## src/rtl/lane_break_pkg.sv

```systemverilog
package lane_break_pkg;
    typedef enum logic {
        ST_IDLE = 1'b0,
        ST_EVAL = 1'b1
    } lbrk_state_e;

    typedef struct packed {
        logic n;
        logic z;
        logic c;
        logic v;
    } lbrk_flags_t;
endpackage

```

## src/rtl/lbrk_seed.sv

```systemverilog
module lbrk_seed #(
    parameter int LANES = 32
) (
    input  logic [LANES-1:0] mask_i,
    input  logic [LANES-1:0] prev_i,
    output logic             seed_o
);
    // the last active lane wins: scan upward, keep overwriting
    always_comb begin
        seed_o = 1'b0;
        for (int i = 0; i < LANES; i++) begin
            if (mask_i[i]) seed_o = prev_i[i];
        end
    end
endmodule

```

## src/rtl/lbrk_chain.sv

```systemverilog
module lbrk_chain #(
    parameter int LANES = 32
) (
    input  logic             seed_i,
    input  logic [LANES-1:0] mask_i,
    input  logic [LANES-1:0] cond_i,
    output logic [LANES-1:0] result_o
);
    localparam int LEVELS = $clog2(LANES);

    // inclusive prefix OR of "kill" (active and cond) in log2 stages
    logic [LANES-1:0] pfx [0:LEVELS];

    assign pfx[0] = mask_i & cond_i;

    for (genvar s = 0; s < LEVELS; s++) begin : g_stage
        localparam int DIST = 1 << s;
        for (genvar i = 0; i < LANES; i++) begin : g_lane
            if (i >= DIST) begin : g_or
                assign pfx[s+1][i] = pfx[s][i] | pfx[s][i-DIST];
            end else begin : g_pass
                assign pfx[s+1][i] = pfx[s][i];
            end
        end
    end

    assign result_o = {LANES{seed_i}} & ~pfx[LEVELS] & mask_i;
endmodule

```

## src/rtl/lbrk_flags.sv

```systemverilog
module lbrk_flags
    import lane_break_pkg::*;
#(
    parameter int LANES = 32
) (
    input  logic [LANES-1:0] mask_i,
    input  logic [LANES-1:0] result_i,
    output lbrk_flags_t      flags_o
);
    logic first_bit;
    logic last_bit;

    always_comb begin
        first_bit = 1'b0;
        last_bit  = 1'b0;
        // downward scan: the lowest active lane is written last
        for (int i = LANES - 1; i >= 0; i--) begin
            if (mask_i[i]) first_bit = result_i[i];
        end
        // upward scan: the highest active lane is written last
        for (int i = 0; i < LANES; i++) begin
            if (mask_i[i]) last_bit = result_i[i];
        end
    end

    assign flags_o.n = first_bit;
    assign flags_o.z = ~|(result_i & mask_i);
    assign flags_o.c = ~last_bit;
    assign flags_o.v = 1'b0;
endmodule

```

## src/rtl/lane_break_unit.sv

```systemverilog
module lane_break_unit
    import lane_break_pkg::*;
#(
    parameter int LANES = 32
) (
    input  logic             clk,
    input  logic             rst_n,
    input  logic             start_i,
    input  logic [LANES-1:0] mask_i,
    input  logic [LANES-1:0] prev_i,
    input  logic [LANES-1:0] cond_i,
    output logic             done_o,
    output logic [LANES-1:0] result_o,
    output logic             flag_n_o,
    output logic             flag_z_o,
    output logic             flag_c_o,
    output logic             flag_v_o
);
    lbrk_state_e      state_q, state_d;
    logic [LANES-1:0] mask_q, prev_q, cond_q;
    logic             seed;
    logic [LANES-1:0] res_comb;
    lbrk_flags_t      flags_comb;

    // state register
    always_ff @(posedge clk or negedge rst_n) begin
        if (!rst_n) state_q <= ST_IDLE;
        else        state_q <= state_d;
    end

    always_comb begin
        state_d = state_q;
        unique case (state_q)
            ST_IDLE: if (start_i) state_d = ST_EVAL;
            ST_EVAL: state_d = ST_IDLE;
        endcase
    end

    // operand latch
    always_ff @(posedge clk or negedge rst_n) begin
        if (!rst_n) begin
            mask_q <= '0;
            prev_q <= '0;
            cond_q <= '0;
        end else if (state_q == ST_IDLE && start_i) begin
            mask_q <= mask_i;
            prev_q <= prev_i;
            cond_q <= cond_i;
        end
    end

    lbrk_seed  #(.LANES(LANES)) u_seed  (.mask_i(mask_q), .prev_i(prev_q), .seed_o(seed));
    lbrk_chain #(.LANES(LANES)) u_chain (.seed_i(seed), .mask_i(mask_q), .cond_i(cond_q),
                                         .result_o(res_comb));
    lbrk_flags #(.LANES(LANES)) u_flags (.mask_i(mask_q), .result_i(res_comb), .flags_o(flags_comb));

    // output process
    always_ff @(posedge clk or negedge rst_n) begin
        if (!rst_n) begin
            done_o   <= 1'b0;
            result_o <= '0;
            flag_n_o <= 1'b0;
            flag_z_o <= 1'b0;
            flag_c_o <= 1'b0;
            flag_v_o <= 1'b0;
        end else begin
            done_o <= 1'b0;
            unique case (state_q)
                ST_IDLE: ;
                ST_EVAL: begin
                    done_o   <= 1'b1;
                    result_o <= res_comb;
                    flag_n_o <= flags_comb.n;
                    flag_z_o <= flags_comb.z;
                    flag_c_o <= flags_comb.c;
                    flag_v_o <= flags_comb.v;
                end
            endcase
        end
    end

    a_r1_done_follows_start: assert property (@(posedge clk) disable iff (!rst_n)
        (state_q == ST_IDLE && start_i) |=> (state_q == ST_EVAL) ##1 done_o);
    a_r1_done_single: assert property (@(posedge clk) disable iff (!rst_n)
        done_o |=> !done_o);
    a_r2_inactive_zero: assert property (@(posedge clk) disable iff (!rst_n)
        done_o |-> ((result_o & ~mask_q) == '0));
    a_r7_zero_flag: assert property (@(posedge clk) disable iff (!rst_n)
        done_o |-> (flag_z_o == (result_o == '0)));
    a_r9_v_clear: assert property (@(posedge clk) disable iff (!rst_n)
        !flag_v_o);
    a_r12_hold: assert property (@(posedge clk) disable iff (!rst_n)
        !done_o |-> $stable(result_o) || $past(state_q) == ST_EVAL);
endmodule

```

## config.mk

```make
export PLATFORM = sky130hd
export DESIGN_NAME = lane_break_unit
export DESIGN_NICKNAME = d
export VERILOG_FILES = /design/src/rtl/lane_break_pkg.sv /design/src/rtl/lbrk_seed.sv /design/src/rtl/lbrk_chain.sv /design/src/rtl/lbrk_flags.sv /design/src/rtl/lane_break_unit.sv
export SDC_FILE = /design/constraint.sdc
export NUM_CORES = 1
export LEC_CHECK = 0
export ABC_CLOCK_PERIOD_IN_PS = 6800
export BUFFER_PORTS_ARGS = -buffer_cell sky130_fd_sc_hd__buf_2
export CORE_ASPECT_RATIO = 0.7
export CORE_UTILIZATION = 45
export CTS_CLUSTER_DIAMETER = 30
export DETAILED_ROUTE_END_ITERATION = 8
export PLACE_DENSITY = 0.75
export SYNTH_ARGS = -nofsm -noshare
export SYNTH_HDL_FRONTEND = slang
export SYNTH_HIERARCHICAL = 1
export SYNTH_SLANG_ARGS = --single-unit
```

## constraint.sdc

```tcl
create_clock -name clk -period 6.8 [get_ports clk]
set_clock_uncertainty 0.05 [all_clocks]
set_input_delay 0 -clock clk [delete_from_list [all_inputs] [get_ports clk]]
set_output_delay 0 -clock clk [all_outputs]
set_load 0.005 [all_outputs]
```

# Yosys cells after proc, flatten, opt, wreduce, memory -nomap -nowiden
# Cells that the tools add are included.
op_classes:
  muxes: 99
  n_bitwise: 136
  n_reduce_logical: 3
ops:
  columns: ["op", "n"]
  rows:
  - ["bitwise OR 1 bit", 129]
  - ["bitwise AND 32 bit", 4]
  - ["two-way mux 1 bit", 98]
  - ["NOT 32 bit", 1]
  - ["OR reduction 32 bit", 1]
  - ["NOT 1 bit", 2]
  - ["case mux 1 bit (2 select lines)", 1]
  - ["logical AND 1 bit", 1]
  - ["zero test 1 bit", 1]
totals:
  reg_bits: 133
  in_bits: 99
  out_inout_bits: 37
  word_cells: 247

# Logic depth before layout (Yosys ltp)
# Gate-level depths: netlist (run 1).
logic_depth:
  ltp_word: 67
  depth_mapped: 16
  depth_no_buf: 14

# By module
# The synthesis (run 1) kept the hierarchy.
by_module_without_submodules:
  columns: ["module", "area_each_um2", "cells_each", "seq_area_each_um2", "n_inst"]
  rows:
  - ["lane_break_unit", 5112.4, 282, 3353.2, 1]
  - ["lbrk_flags", 853.3, 141, 0.0, 1]
  - ["lbrk_chain", 580.6, 81, 0.0, 1]
  - ["lbrk_seed", 402.9, 64, 0.0, 1]

# Worst setup path after synthesis (run 1)
# Ideal clock, no wire load.
synth_timing:
  path_type: "register -> register"
  from: "register mask_q[15]"
  to: "register flag_c_o"
  slack_ps: 2661
  t_arrival_ps: 3964
  period_less_slack_ps: 4139
  path_stages_with_launch: 15
  required_time_ps: 6625
  cell_sequence: "dfrtp_1 > nor3b_1 > or4_4 > a21oi_1 > o211ai_1 > o211ai_2 > nand4_1 > or2_2 > a2111oi_0 > inv_1 > a221oi_1 > or4b_1 > o2111ai_1 > a31oi_1 > mux2_2"
synth_rtl:
  columns: ["item", "line_no", "rtl"]
  rows:
  - ["start, declared", "lane_break_unit.sv:20", "logic [LANES-1:0] mask_q, prev_q, cond_q;"]
  - ["start signal, assigned", "lane_break_unit.sv:46", "mask_q <= mask_i;"]
  - ["end signal, assigned", "lane_break_unit.sv:75", "flag_c_o <= flags_comb.c;"]
  - ["end, declared", "lane_break_unit.sv:16", "output logic flag_c_o,"]

==> results by group, run 1 <==
Flow run
  • Number of max-capacitance violations reported: 0

Floorplan
  • Die Outline Area: ~16000 µm²
  • Core area: approximately 15000 µm²
  • Number of top-level design ports: roughly 140
  • Starting density of the core: 0.466
  • Vertical die dimension: ~110 µm
  • Row count: 37
  • Die boundary width: approximately 150 µm

Power and ir drop
  • Switching power as a share of total power: 0.280
  • Power Density: 265 nW/µm²
  • Leak pwr: ~0.0043 µW
  • Total chip power: about 2500 µW
  • Relative contribution of the clock network to total power: 0.400
  • Switching component of the power: around 690 µW
  • Sequential share of power: 0.419
  • Total internal power: roughly 1800 µW
  • Part of the power in combinational logic: 0.181
  • Peak VDD IR: roughly 190 µV

Synthesis
  • Most instantiated flip-flop cell in the synthesis netlist: dfrtp_1
  • EDFF count, synth: 0
  • Unique masters post-synth: 67
  • Total nets after synthesis: approximately 670
  • Post-synthesis async set-or-reset flop share: 1.00
  • Post-synthesis cell count: 568
  • Mean area per synthesized cell: about 12 µm²
  • Portion of the post-synthesis area used by sequential elements: 0.483
  • Flip-flop and latch count after synthesis: 134
  • Number of warnings printed during yosys synthesis: 6
  • Cell Area, Synth: 6950 µm²

Global route
  • Vias in the first global route: ~5700
  • Remaining global-route overflow: 0
  • Initial antenna violation count: 0
  • Largest net degree at the start of global routing: 72
  • Global-route wire length before repair: 30400 µm
  • Global Route Usage Sum: 0.252

CTS
  • Clock slew at reported path FFs: 60 ps
  • Number of clock sinks seen by CTS: 134
  • Library cell used as clock root buffer: clkbuf_16
  • H-tree depth: 4
  • Insertion delay of the later-clocked pin in the worst-skew pair: between 400 and 500 ps
  • Max Root-Sink Buffers: 2
  • TritonCTS clock tree: built
  • Number of buffers created by CTS: 17
  • # resized after CTS: 0

Final layout
  • Number of diodes added for antenna fixing: 0
  • Count of filler cells inserted in the layout: roughly 1200
  • Number of nets in the final layout: around 900
  • Area growth syn-to-layout: 34.2%
  • Layout cell share with drive strength beyond 1: 0.400

STA
  • Final period util: 0.735
  • Worst slew margin relative to its limit: 0.298
  • Final Max Slew Viols: 0
  • Max frequency: between 150 and 200 MHz
  • Fin. Hold Viols: 0
  • Worst hold slack: between 150 and 200 ps
  • Clock period minus worst slack: 5000 ps
  • Setup TNS: 0 ps
  • Number of setup violations in the final report: 0
  • Setup repair after global routing missed its margin: false
  • Transition time at the pin with the least slew margin: approximately 1000 ps

Detailed routing
  • Post-detailed-route DRC marker count: 0
  • Iter 0 DRT Violations: between 500 and 600
  • Wire length per cell after detailed routing: between 15 and 20 µm
  • Antenna violation net count after detailed routing: 0
  • Via density per instance: 5.60
  • Number of vias in the routed layout: 5671
  • Number of iterations in the first detailed-routing pass: 7
  • Total detailed-routing wirelength: about 19000 µm

Worst setup path
  • Largest stage delay, worst path: around 900 ps
  • Ordered list of cells on the worst path: nor3b_1, a21oi_1, and4_2, o211ai_1, o211ai_2, nand4_1, or2_2, a2111oi_0, inv_1, a221oi_1, or4b_1, o2111ai_1, a31oi_1, mux2_2
  • Largest fanout on the critical path: 10
  • Worst setup SP type: register
  • Type of destination of the critical path: register
  • Critical path arrival: between 5000 and 6000 ps
  • Required time of the worst setup path: approximately 7000 ps
  • Slowest stage cell, crit path: a2111oi_0
  • Category of the most critical setup path: register to register

Placement
  • Gp weighted congestion: ~0.90
  • Placed wire-length estimate after detailed placement: 13100 µm
  • Number of buffer cells added on primary ports: roughly 140

Status
  • Outcome: finished clean

Min path
  • HP Class: input port to register
==> cell usage after synthesis, drive strengths merged, types with 2 or more instances <==
master | instances | share of area
a2111oi | 7 | 0.013
a211o | 3 | 0.0038
a211oi | 8 | 0.0086
a21oi | 20 | 0.015
a221oi | 4 | 0.0059
a222oi | 5 | 0.0072
a22o | 3 | 0.0050
a22oi | 10 | 0.011
and2 | 3 | 0.0027
and3 | 7 | 0.0063
and3b | 5 | 0.0063
and4 | 2 | 0.0027
and4b | 2 | 0.0029
buf | 18 | 0.026
dfrtp | 134 | 0.48
inv | 31 | 0.017
mux2 | 132 | 0.23
nand2 | 40 | 0.022
nand2b | 5 | 0.0045
nand3 | 6 | 0.0043
nand3b | 8 | 0.010
nand4 | 3 | 0.0027
nand4b | 3 | 0.0038
nor2 | 16 | 0.0086
nor2b | 11 | 0.010
nor3 | 14 | 0.016
nor3b | 15 | 0.017
nor4 | 7 | 0.0081
o2111ai | 4 | 0.0050
o211ai | 3 | 0.0040
o21ai | 16 | 0.012
o31ai | 4 | 0.0043
or3 | 3 | 0.0034
or4 | 3 | 0.0038
==> kinds of logic (layout without fill, tap and decap cells) <==
kind of cell,Yosys count,in the layout,synth area share
flip-flops,134,134,0.483
AO/OA/AOI/OAI,94,94,0.103
buffers and inverters,49,298,0.0432
AND/OR/NAND/NOR,157,157,0.140
multiplexers,133,133,0.231
other,1,1,0.000540
==> sequential cells by signal, summed over array words and instances, names as in the netlist <==
| signal | cells |
|---|---|
| cond_q | 32 |
| done_o | 1 |
| flag_c_o | 1 |
| flag_n_o | 1 |
| flag_v_o | 1 |
| flag_z_o | 1 |
| mask_q | 32 |
| prev_q | 32 |
| result_o | 32 |
| state_q | 1 |
==> area by class of cell <==
| type | instances | area [µm²] | area share |
|---|---|---|---|
| sequential | 134 | 3350 | 0.360 |
| multi-input combinational | 385 | 3300 | 0.354 |
| timing repair buffer | 236 | 1680 | 0.180 |
| clock buffer | 19 | 453 | 0.0486 |
| tap | 195 | 244 | 0.0262 |
| clock inverter | 12 | 178 | 0.0191 |
| inverter | 31 | 116 | 0.0125 |
==> worst paths after layout <==
path | from | to | slack [ps] | cells past startpoint
worst min-delay path | start_i | state_q$_DFF_PN0_ | 180 | 3
worst max-delay path | mask_q[30]$_DFFE_PN0P_ | flag_c_o$_DFFE_PN0P_ | 1800 | 14
min in group asynchronous | rst_n | flag_c_o$_DFFE_PN0P_ | 220 | 2
worst max register to register | mask_q[30]$_DFFE_PN0P_ | flag_c_o$_DFFE_PN0P_ | 1800 | 14
max in group asynchronous | rst_n | cond_q[1]$_DFFE_PN0P_ | 5160 | 3
worst min register to register | prev_q[5]$_DFFE_PN0P_ | prev_q[5]$_DFFE_PN0P_ | 450 | 1
==> power by group through the flow <==
stage / combinational (µW) / sequential, µW / clock, µW
after floorplan: 287 / 997 / 0
after global placement: 383 / 1040 / 0
after detailed placement: 395 / 1040 / 0
after CTS: 442 / 1030 / 996
after global routing: 485 / 1050 / 1030
final: 447 / 1030 / 988
==> worst max-delay path, delay by kind of cell, from the launching register on <==
kind                   cells  cell delay (ps)
AND/OR/NAND/NOR            5             1750
buffers and inverters      1               90
flip-flops                 1              490
AO/OA/AOI/OAI              7             2220
multiplexers               1              280
==> cells in the final DEF (no fill, tap or decap), types with 16 or more instances in the layout <==
cell type      instances
a21oi_1               19
buf_2                134
clkbuf_16             17
dfrtp_1              134
dlygate4sd3_1         97
inv_1                 31
mux2_2               103
mux2_4                29
nand2_1               40
nor2_1                16
==> metrics by stage <==
step | instance area [µm²] | std cells | utilization | setup slack [ps]
2_1_floorplan | 6950 | 568 | - | 2660
3_3_place_gp | 7720 | 884 | 0.518 | 2220
3_5_place_dp | 7720 | 884 | 0.518 | 2030
4_1_cts | 9330 | 1012 | 0.626 | 1980
5_1_grt | 9330 | 1012 | 0.626 | 1560
6_report | 9330 | 1012 | 0.626 | 1800
==> what timing repair did <==
item	4_1_cts	5_1_grt
buffers inserted	0	0
setup endpoints to repair	0	0
hold endpoints to repair	166	0
hold buffers	97	0
==> layer usage <==
layer,vias to the layer above,part of all wire,track usage
li1,2591,-,-
met1,2794,0.47,0.374
met2,253,0.44,0.377
met3,33,0.071,0.0489
met4,0,0.012,0.0628
met5,-,0,0
No activity file was read; power rests on OpenSTA's default activity.
==> run 2: changes to the inputs <==
--- a/config.mk
+++ b/config.mk
@@ -5,13 +5,14 @@
 export SDC_FILE = /design/constraint.sdc
 export NUM_CORES = 1
 export LEC_CHECK = 0
-export ABC_CLOCK_PERIOD_IN_PS = 6800
+export ABC_AREA = 1
+export ABC_CLOCK_PERIOD_IN_PS = 4050
 export BUFFER_PORTS_ARGS = -buffer_cell sky130_fd_sc_hd__buf_2
 export CORE_ASPECT_RATIO = 0.7
 export CORE_UTILIZATION = 45
 export CTS_CLUSTER_DIAMETER = 30
 export DETAILED_ROUTE_END_ITERATION = 8
-export PLACE_DENSITY = 0.75
+export PLACE_DENSITY = 0.77
 export SYNTH_ARGS = -nofsm -noshare
 export SYNTH_HDL_FRONTEND = slang
 export SYNTH_HIERARCHICAL = 1
==> constraint.sdc (replaced) <==
create_clock -name clk -period 4.05 [get_ports clk]
set_clock_uncertainty 0.05 [all_clocks]
set_input_delay 0 -clock clk [delete_from_list [all_inputs] [get_ports clk]]
set_output_delay 0 -clock clk [all_outputs]
set_load 0.005 [all_outputs]
==> run 2 against run 1 <==
  * The run now ends with setup timing left
  * Register-to-register slack lost 3900 ps
  * Critical path depth grew 77
  * Largest power group unchanged
  * Sequential share of layout area decreased by 5.6 points
  * Combinational power rose to 2.7 times the previous value
  * Sequential power increased by 56%
  * First-iteration DRC count is 43% higher
  * Worst setup slack got worse by 3900 ps
  * Critical path type unchanged
  * Routed wire length is 31% higher
  * Largest cell class is now multi-input combinational cells
  * Cell area grew 18%
  * Highest routed layer unchanged
==> results by group, run 2 <==
Synthesis
  • Portion of the post-synthesis area used by sequential elements: 0.455
  • Number of warnings printed during yosys synthesis: 6
  • Post-synthesis async set-or-reset flop share: 1.00
  • Ranking of synthesized cells by instance count: nand2_1, nand3_1, dfrtp_1
  • Most instantiated flip-flop cell in the synthesis netlist: dfrtp_1
  • Mean area per synthesized cell: approximately 7 µm²
  • EDFF count, synth: 0
  • Post-synthesis cell count: 1070
  • Top cell type's share of synthesized area: 0.455
  • Dominant cell type by area after synthesis: dfrtp_1
  • Flip-flop and latch count after synthesis: ~130
  • Count leader, synth: nand2_1
  • Cell Area, Synth: between 7000 and 8000 µm²
  • Total nets after synthesis: 1169
  • Biggest area contributors in the synthesized netlist: dfrtp_1, nand2_1, nand3_1
  • Unique masters post-synth: 32

Status
  • Violations in the final reports: setup timing
  • Outcome: finished, violations left

CTS
  • Number of buffers created by CTS: 17
  • Library cell used as clock root buffer: clkbuf_16
  • TritonCTS clock tree: built
  • Number of clock sinks seen by CTS: around 130
  • Max Root-Sink Buffers: 2
  • Insertion delay of the later-clocked pin in the worst-skew pair: 430 ps
  • H-tree depth: 4
  • Clock slew at reported path FFs: approximately 70 ps

Floorplan
  • Starting density of the core: 0.468
  • Core area: about 16000 µm²
  • Vertical die dimension: 109 µm
  • Die boundary width: between 150 and 200 µm
  • Row count: 38
  • Number of top-level design ports: approximately 140
  • Die Outline Area: between 15000 and 20000 µm²

Detailed routing
  • Post-detailed-route DRC marker count: 0
  • Iter 0 DRT Violations: roughly 750
  • Total detailed-routing wirelength: roughly 25000 µm
  • Detailed-routing wirelength on met1: 11700 µm
  • Via density per instance: approximately 5
  • Highest routing layer actually used: met4
  • Met2 WL: 10800 µm
  • Routed length on met3: around 2000 µm
  • Wire length per cell after detailed routing: roughly 15 µm
  • Number of iterations in the first detailed-routing pass: 5
  • Number of vias in the routed layout: 8198
  • Antenna violation net count after detailed routing: 0

Worst setup path
  • Worst setup SP type: register
  • Critical path arrival: 6480 ps
  • Required time of the worst setup path: between 4000 and 5000 ps
  • Largest fanout on the critical path: 4
  • Critical Path Most Common Cell: nand2_1
  • Cells on worst reg2reg path: a little over 90
  • Minimum setup slack among reg-to-reg paths: -2110 ps
  • Startpoint of the worst register-to-register path: mask_q[1]$_DFFE_PN0P_
  • Slowest stage cell, crit path: dfrtp_1
  • Largest stage delay, worst path: 410 ps
  • Worst path bufs/invs: 2
  • Largest delay contributor family on the critical path: simple AND/OR/NAND/NOR gates
  • Type of destination of the critical path: register
  • Endpoint of the worst register-to-register path: flag_n_o$_DFFE_PN0P_
  • Category of the most critical setup path: register to register

STA
  • Setup repair after global routing missed its margin: true
  • Number of setup violations in the final report: 3
  • Fin. Hold Viols: 0
  • Worst hold slack: 126 ps
  • Final period util: 1.52
  • Max frequency: 162 MHz
  • Worst slew margin relative to its limit: 0.342
  • Transition time at the pin with the least slew margin: between 900 and 1000 ps
  • Least setup slack across all paths after layout: -2110 ps
  • Final Max Slew Viols: 0
  • Clock period minus worst slack: 6160 ps

Placement
  • Number of buffer cells added on primary ports: about 140
  • Placed cell count: around 1500
  • Gp weighted congestion: 0.967
  • Placed wire-length estimate after detailed placement: approximately 16000 µm
  • Worst setup timing slack at the placement stage: -1850 ps

Power and ir drop
  • Leak pwr: ~0.0063 µW
  • Power Density: 396 nW/µm²
  • Peak VDD IR: between 200 and 250 µV

Global route
  • Initial antenna violation count: 0
  • Remaining global-route overflow: 0
  • Largest net degree at the start of global routing: between 90 and 100
  • Vias in the first global route: approximately 7800
  • Global-route wire length before repair: a little under 40000 µm
  • Global Route Usage Sum: 0.308

Min path
  • HP Class: input port to asynchronous set/reset pin

Final layout
  • Number of nets in the final layout: 1529
  • Non-filler cells, final: ~1700
  • Number of diodes added for antenna fixing: 0
  • Leading cell types in the layout, fill and taps excluded: nand2_1, buf_4, dfrtp_1, buf_2, nand3_1
  • Most common cell after layout, fill and taps aside: nand2_1
  • Area growth syn-to-layout: 49.9%
  • Layout cell share with drive strength beyond 1: 0.287

Flow run
  • Number of max-capacitance violations reported: 0
==> run 2: power breakdown <==
part           internal (µW)  switching (µW)  total (µW)  leakage [µW]
Sequential              1490             116        1610       0.00170
Clock                    872             690        1560      0.000281
Combinational            526             681        1210       0.00435
Total                   2890            1490        4380       0.00633
==> run 2: area by class of cell <==
type | instances | area, µm²
Sequential cell | 134 | 3350
Tap cell | 220 | 275
Multi-Input combinational cell | 782 | 3600
Inverter | 113 | 427
Timing Repair Buffer | 382 | 2800
Clock buffer | 17 | 425
Fill cell | 1264 | 4690
Clock inverter | 15 | 163
==> run 2: worst reg2reg max path, delay by kind of cell, from the launching register on <==
kind                   cells  cell delay, ps
buffers and inverters      2             130
flip-flops                 1             410
AND/OR/NAND/NOR           89            5490
==> run 2: worst max-delay path by stage <==
| stage | end | slack [ps] | depth (start not counted) | startpoint |
|---|---|---|---|---|
| 2_1_floorplan | flag_n_o$_DFFE_PN0P_ | -1300 | 92 | mask_q[1]$_DFFE_PN0P_ |
| 3_3_place_gp | flag_n_o$_DFFE_PN0P_ | -1710 | 91 | mask_q[1]$_DFFE_PN0P_ |
| 3_5_place_dp | flag_n_o$_DFFE_PN0P_ | -1850 | 91 | mask_q[1]$_DFFE_PN0P_ |
| 4_1_cts | flag_n_o$_DFFE_PN0P_ | -1840 | 91 | mask_q[1]$_DFFE_PN0P_ |
| 5_1_grt | flag_n_o$_DFFE_PN0P_ | -2820 | 91 | mask_q[1]$_DFFE_PN0P_ |
| 6_report | flag_n_o$_DFFE_PN0P_ | -2110 | 91 | mask_q[1]$_DFFE_PN0P_ |
==> run 2: layer usage <==
layer,vias to the layer above,GRT usage
li1,4008,-
met1,3763,0.441
met2,368,0.465
met3,59,0.0612
met4,0,0.104
met5,-,0
==> run 2: logic make-up after synthesis <==
kind of cell	count (synthesis)	share of synthesized area
AND/OR/NAND/NOR	769	0.442
buffers and inverters	154	0.0934
flip-flops	134	0.455
AO/OA/AOI/OAI	12	0.00883
other	1	0.000509
==> run 2: stage by stage <==
step | util | area (µm²) | total power [µW] | setup TNS, ps
after floorplan | - | 7370 | 2160 | -1970
after global placement | 0.580 | 9130 | 2600 | -3310
after detailed placement | 0.580 | 9130 | 2620 | -3610
after CTS | 0.684 | 10800 | 4260 | -3650
after global routing | 0.702 | 11000 | 4580 | -9360
final | 0.702 | 11000 | 4380 | -4490
==> run 2: timing repair <==
action | CTS | global route
setup buffers | 3 | 7
hold endpoints to repair | 152 | 0
hold buffers | 97 | 0
resized for setup | 14 | 54
pin swaps | 7 | 44
endpoints found under the setup margin | 3 | 31
==> run 3: changes to the inputs <==
--- a/config.mk
+++ b/config.mk
@@ -12,8 +12,7 @@
 export CORE_UTILIZATION = 45
 export CTS_CLUSTER_DIAMETER = 30
 export DETAILED_ROUTE_END_ITERATION = 8
-export PLACE_DENSITY = 0.77
+export PLACE_DENSITY = 0.79
 export SYNTH_ARGS = -nofsm -noshare
 export SYNTH_HDL_FRONTEND = slang
-export SYNTH_HIERARCHICAL = 1
 export SYNTH_SLANG_ARGS = --single-unit
==> run 3 against run 2 <==
  * The run now ends clean
  * Core utilization down 5.5 points
  * Hold slack better by 78 ps
  * Worst setup slack better by 2600 ps
  * Non-clock buffer count down 143
  * Power down 9.2%
  * Sequential share of layout area up 8.3 points
  * Final cell count down 26%
  * Register-to-register slack better by 2600 ps
  * Routed wire length down 25%
  * Combinational power down 34%
  * Critical path depth down 48
  * Critical endpoint unchanged
==> results by group, run 3 <==
Status
  • Outcome: finished clean

Min path
  • Hold-critical path depth: 5
  • HP Class: input port to register

STA
  • Worst hold slack: between 200 and 250 ps
  • Max frequency: ~280 MHz
  • Number of setup violations in the final report: 0
  • Transition time at the pin with the least slew margin: 926 ps
  • Worst slew margin relative to its limit: 0.383
  • Setup TNS: 0 ps
  • Clock period minus worst slack: around 3600 ps
  • Final period util: 0.879
  • Final Max Slew Viols: 0
  • Setup repair after global routing missed its margin: false
  • Fin. Hold Viols: 0

Detailed routing
  • Iter 0 DRT Violations: ~540
  • Wire length per cell after detailed routing: between 15 and 20 µm
  • Post-detailed-route DRC marker count: 0
  • Total detailed-routing wirelength: about 19000 µm
  • Number of vias in the routed layout: between 6000 and 7000
  • Antenna violation net count after detailed routing: 0
  • Via density per instance: about 5
  • Number of iterations in the first detailed-routing pass: 5

Synthesis
  • Most instantiated flip-flop cell in the synthesis netlist: dfrtp_1
  • Unique masters post-synth: 27
  • Total nets after synthesis: ~910
  • Dominant cell type by area after synthesis: dfrtp_1
  • Portion of the post-synthesis area used by sequential elements: 0.536
  • Mean area per synthesized cell: approximately 7.7 µm²
  • Number of warnings printed during yosys synthesis: 0
  • Flip-flop and latch count after synthesis: between 100 and 150
  • EDFF count, synth: 0
  • Ranking of synthesized cells by instance count: nand2_1, dfrtp_1, o21ai_0
  • Post-synthesis cell count: approximately 810
  • Cell Area, Synth: approximately 6200 µm²
  • Biggest area contributors in the synthesized netlist: dfrtp_1, nand2_1, o21ai_0
  • Top cell type's share of synthesized area: 0.536
  • Post-synthesis async set-or-reset flop share: 1.00
  • Count leader, synth: nand2_1

Floorplan
  • Die boundary width: ~140 µm
  • Row count: 35
  • Vertical die dimension: 100 µm
  • Core area: roughly 13000 µm²
  • Number of top-level design ports: around 140
  • Die Outline Area: about 14000 µm²
  • Starting density of the core: 0.466

CTS
  • Clock slew at reported path FFs: roughly 60 ps
  • Max Root-Sink Buffers: 2
  • Setup bufs post-CTS: 0
  • H-tree depth: 4
  • TritonCTS clock tree: built
  • Library cell used as clock root buffer: clkbuf_16
  • Number of buffers created by CTS: 17
  • Insertion delay of the later-clocked pin in the worst-skew pair: about 420 ps
  • Number of clock sinks seen by CTS: around 130

Worst setup path
  • Slowest stage cell, crit path: dfrtp_1
  • Type of destination of the critical path: register
  • Cells on worst reg2reg path: 43
  • Required time of the worst setup path: 4310 ps
  • Largest stage delay, worst path: between 300 and 400 ps
  • Critical path arrival: 3820 ps
  • Crit path depth: 43
  • Largest delay contributor family on the critical path: simple AND/OR/NAND/NOR gates
  • Category of the most critical setup path: register to register
  • Critical Path Most Common Cell: nand2_1
  • Worst path bufs/invs: 2
  • Largest fanout on the critical path: 29
  • Worst setup SP type: register

Power and ir drop
  • Switching component of the power: 1160 µW
  • Leak pwr: around 0.0046 µW
  • Peak VDD IR: approximately 330 µV
  • Switching power as a share of total power: 0.293
  • Sequential share of power: 0.407
  • Total internal power: 2810 µW
  • Part of the power in combinational logic: 0.201
  • Relative contribution of the clock network to total power: 0.392
  • Power Density: 461 nW/µm²

Global route
  • Global Route Usage Sum: 0.281
  • Global-route wire length before repair: slightly above 30000 µm
  • Initial antenna violation count: 0
  • Largest net degree at the start of global routing: between 70 and 80
  • Remaining global-route overflow: 0
  • Vias in the first global route: just under 6000

Flow run
  • Number of max-capacitance violations reported: 0

Final layout
  • Layout cell share with drive strength beyond 1: 0.186
  • Fraction of the core area covered by cells at the end of the flow: 0.647
  • Area growth syn-to-layout: 38.7%
  • Number of diodes added for antenna fixing: 0
  • Most common cell after layout, fill and taps aside: nand2_1
  • Leading cell types in the layout, fill and taps excluded: nand2_1, dfrtp_1, buf_2
  • Number of nets in the final layout: roughly 1100

Placement
  • Number of buffer cells added on primary ports: ~130
  • Placed wire-length estimate after detailed placement: ~12000 µm
  • Gp weighted congestion: about 0.9
[run 3: cell count changes after synthesis, sizes merged, moves of 8 or more]
cell    before  now
nor3         0   10
buf         35    8
nand4        8   26
nand3      144   27
o21ai        2   73
nor2        76   57
clkbuf       6   26
inv        108   55
or2         17    9
nand2      514  361
[run 3: path summary, 6_finish.rpt]
| path | start | to | slack, ps |
|---|---|---|---|
| setup / recovery | mask_q[1]$_DFFE_PN0P_ | flag_n_o$_DFFE_PN0P_ | 490 |
| hold / removal | start_i | prev_q[30]$_DFFE_PN0P_ | 200 |
| setup reg to reg | mask_q[1]$_DFFE_PN0P_ | flag_n_o$_DFFE_PN0P_ | 490 |
| hold reg to reg | cond_q[29]$_DFFE_PN0P_ | cond_q[29]$_DFFE_PN0P_ | 430 |
| max in group asynchronous | rst_n | cond_q[28]$_DFFE_PN0P_ | 2730 |
| min in group asynchronous | rst_n | done_o$_DFF_PN0_ | 210 |
[run 3: kinds of logic (layout without fill, tap and decap cells)]
family,after synthesis,in the layout,synth area share
AOI/OAI and AO/OA,84,84,0.0689
DFF,133,133,0.536
buffers and inverters,90,325,0.0579
and+or+nand+nor,501,501,0.336
other,1,1,0.000604
[run 3: power groups by stage]
stage	logic [µW]	registers (µW)	clock network, µW
6_report	798	1610	1560
5_1_grt	904	1630	1630
4_1_cts	773	1610	1560
3_5_place_dp	693	1630	0
3_3_place_gp	681	1630	0
2_1_floorplan	477	1590	0
[run 3: timing repair]
item                                   4_1_cts  5_1_grt
gates resized for setup                      0        5
setup endpoints to repair                    0        2
hold buffers                                97        0
endpoints found under the hold margin      165        0
[run 3: metrics by stage]
step | setup slack (ps) | cell area, µm² | power, µW | cells
floorplan | 999 | 6210 | 2070 | 809
global placement | 584 | 7030 | 2310 | 1102
detailed placement | 490 | 7030 | 2320 | 1102
CTS | 443 | 8600 | 3950 | 1229
global route | 12.4 | 8610 | 4160 | 1229
finish | 489 | 8610 | 3970 | 1229
[run 3: worst min-delay path: cells and delay by family]
family / cells / cell delay (ps)
and+or+nand+nor: 3 / 240
buffers and inverters: 2 / 380
[run 3: final cells by class]
type	instances	area [µm²]
repair buffers	239	1720
well taps	185	231
multi-input cells	586	2520
clock buffers	21	470
inverters	56	211
clock inverters	9	128
flip-flops and latches	133	3330
fillers	1127	4700
[run 3: layer usage]
| layer | vias up | wire, µm | track usage |
|---|---|---|---|
| met1 | 2887 | 9010 | 0.421 |
| met2 | 272 | 8100 | 0.408 |
| met3 | 33 | 1500 | 0.0515 |
| li1 | 3021 | - | - |
| met4 | 0 | 335 | 0.0984 |
| met5 | - | 0 | 0 |
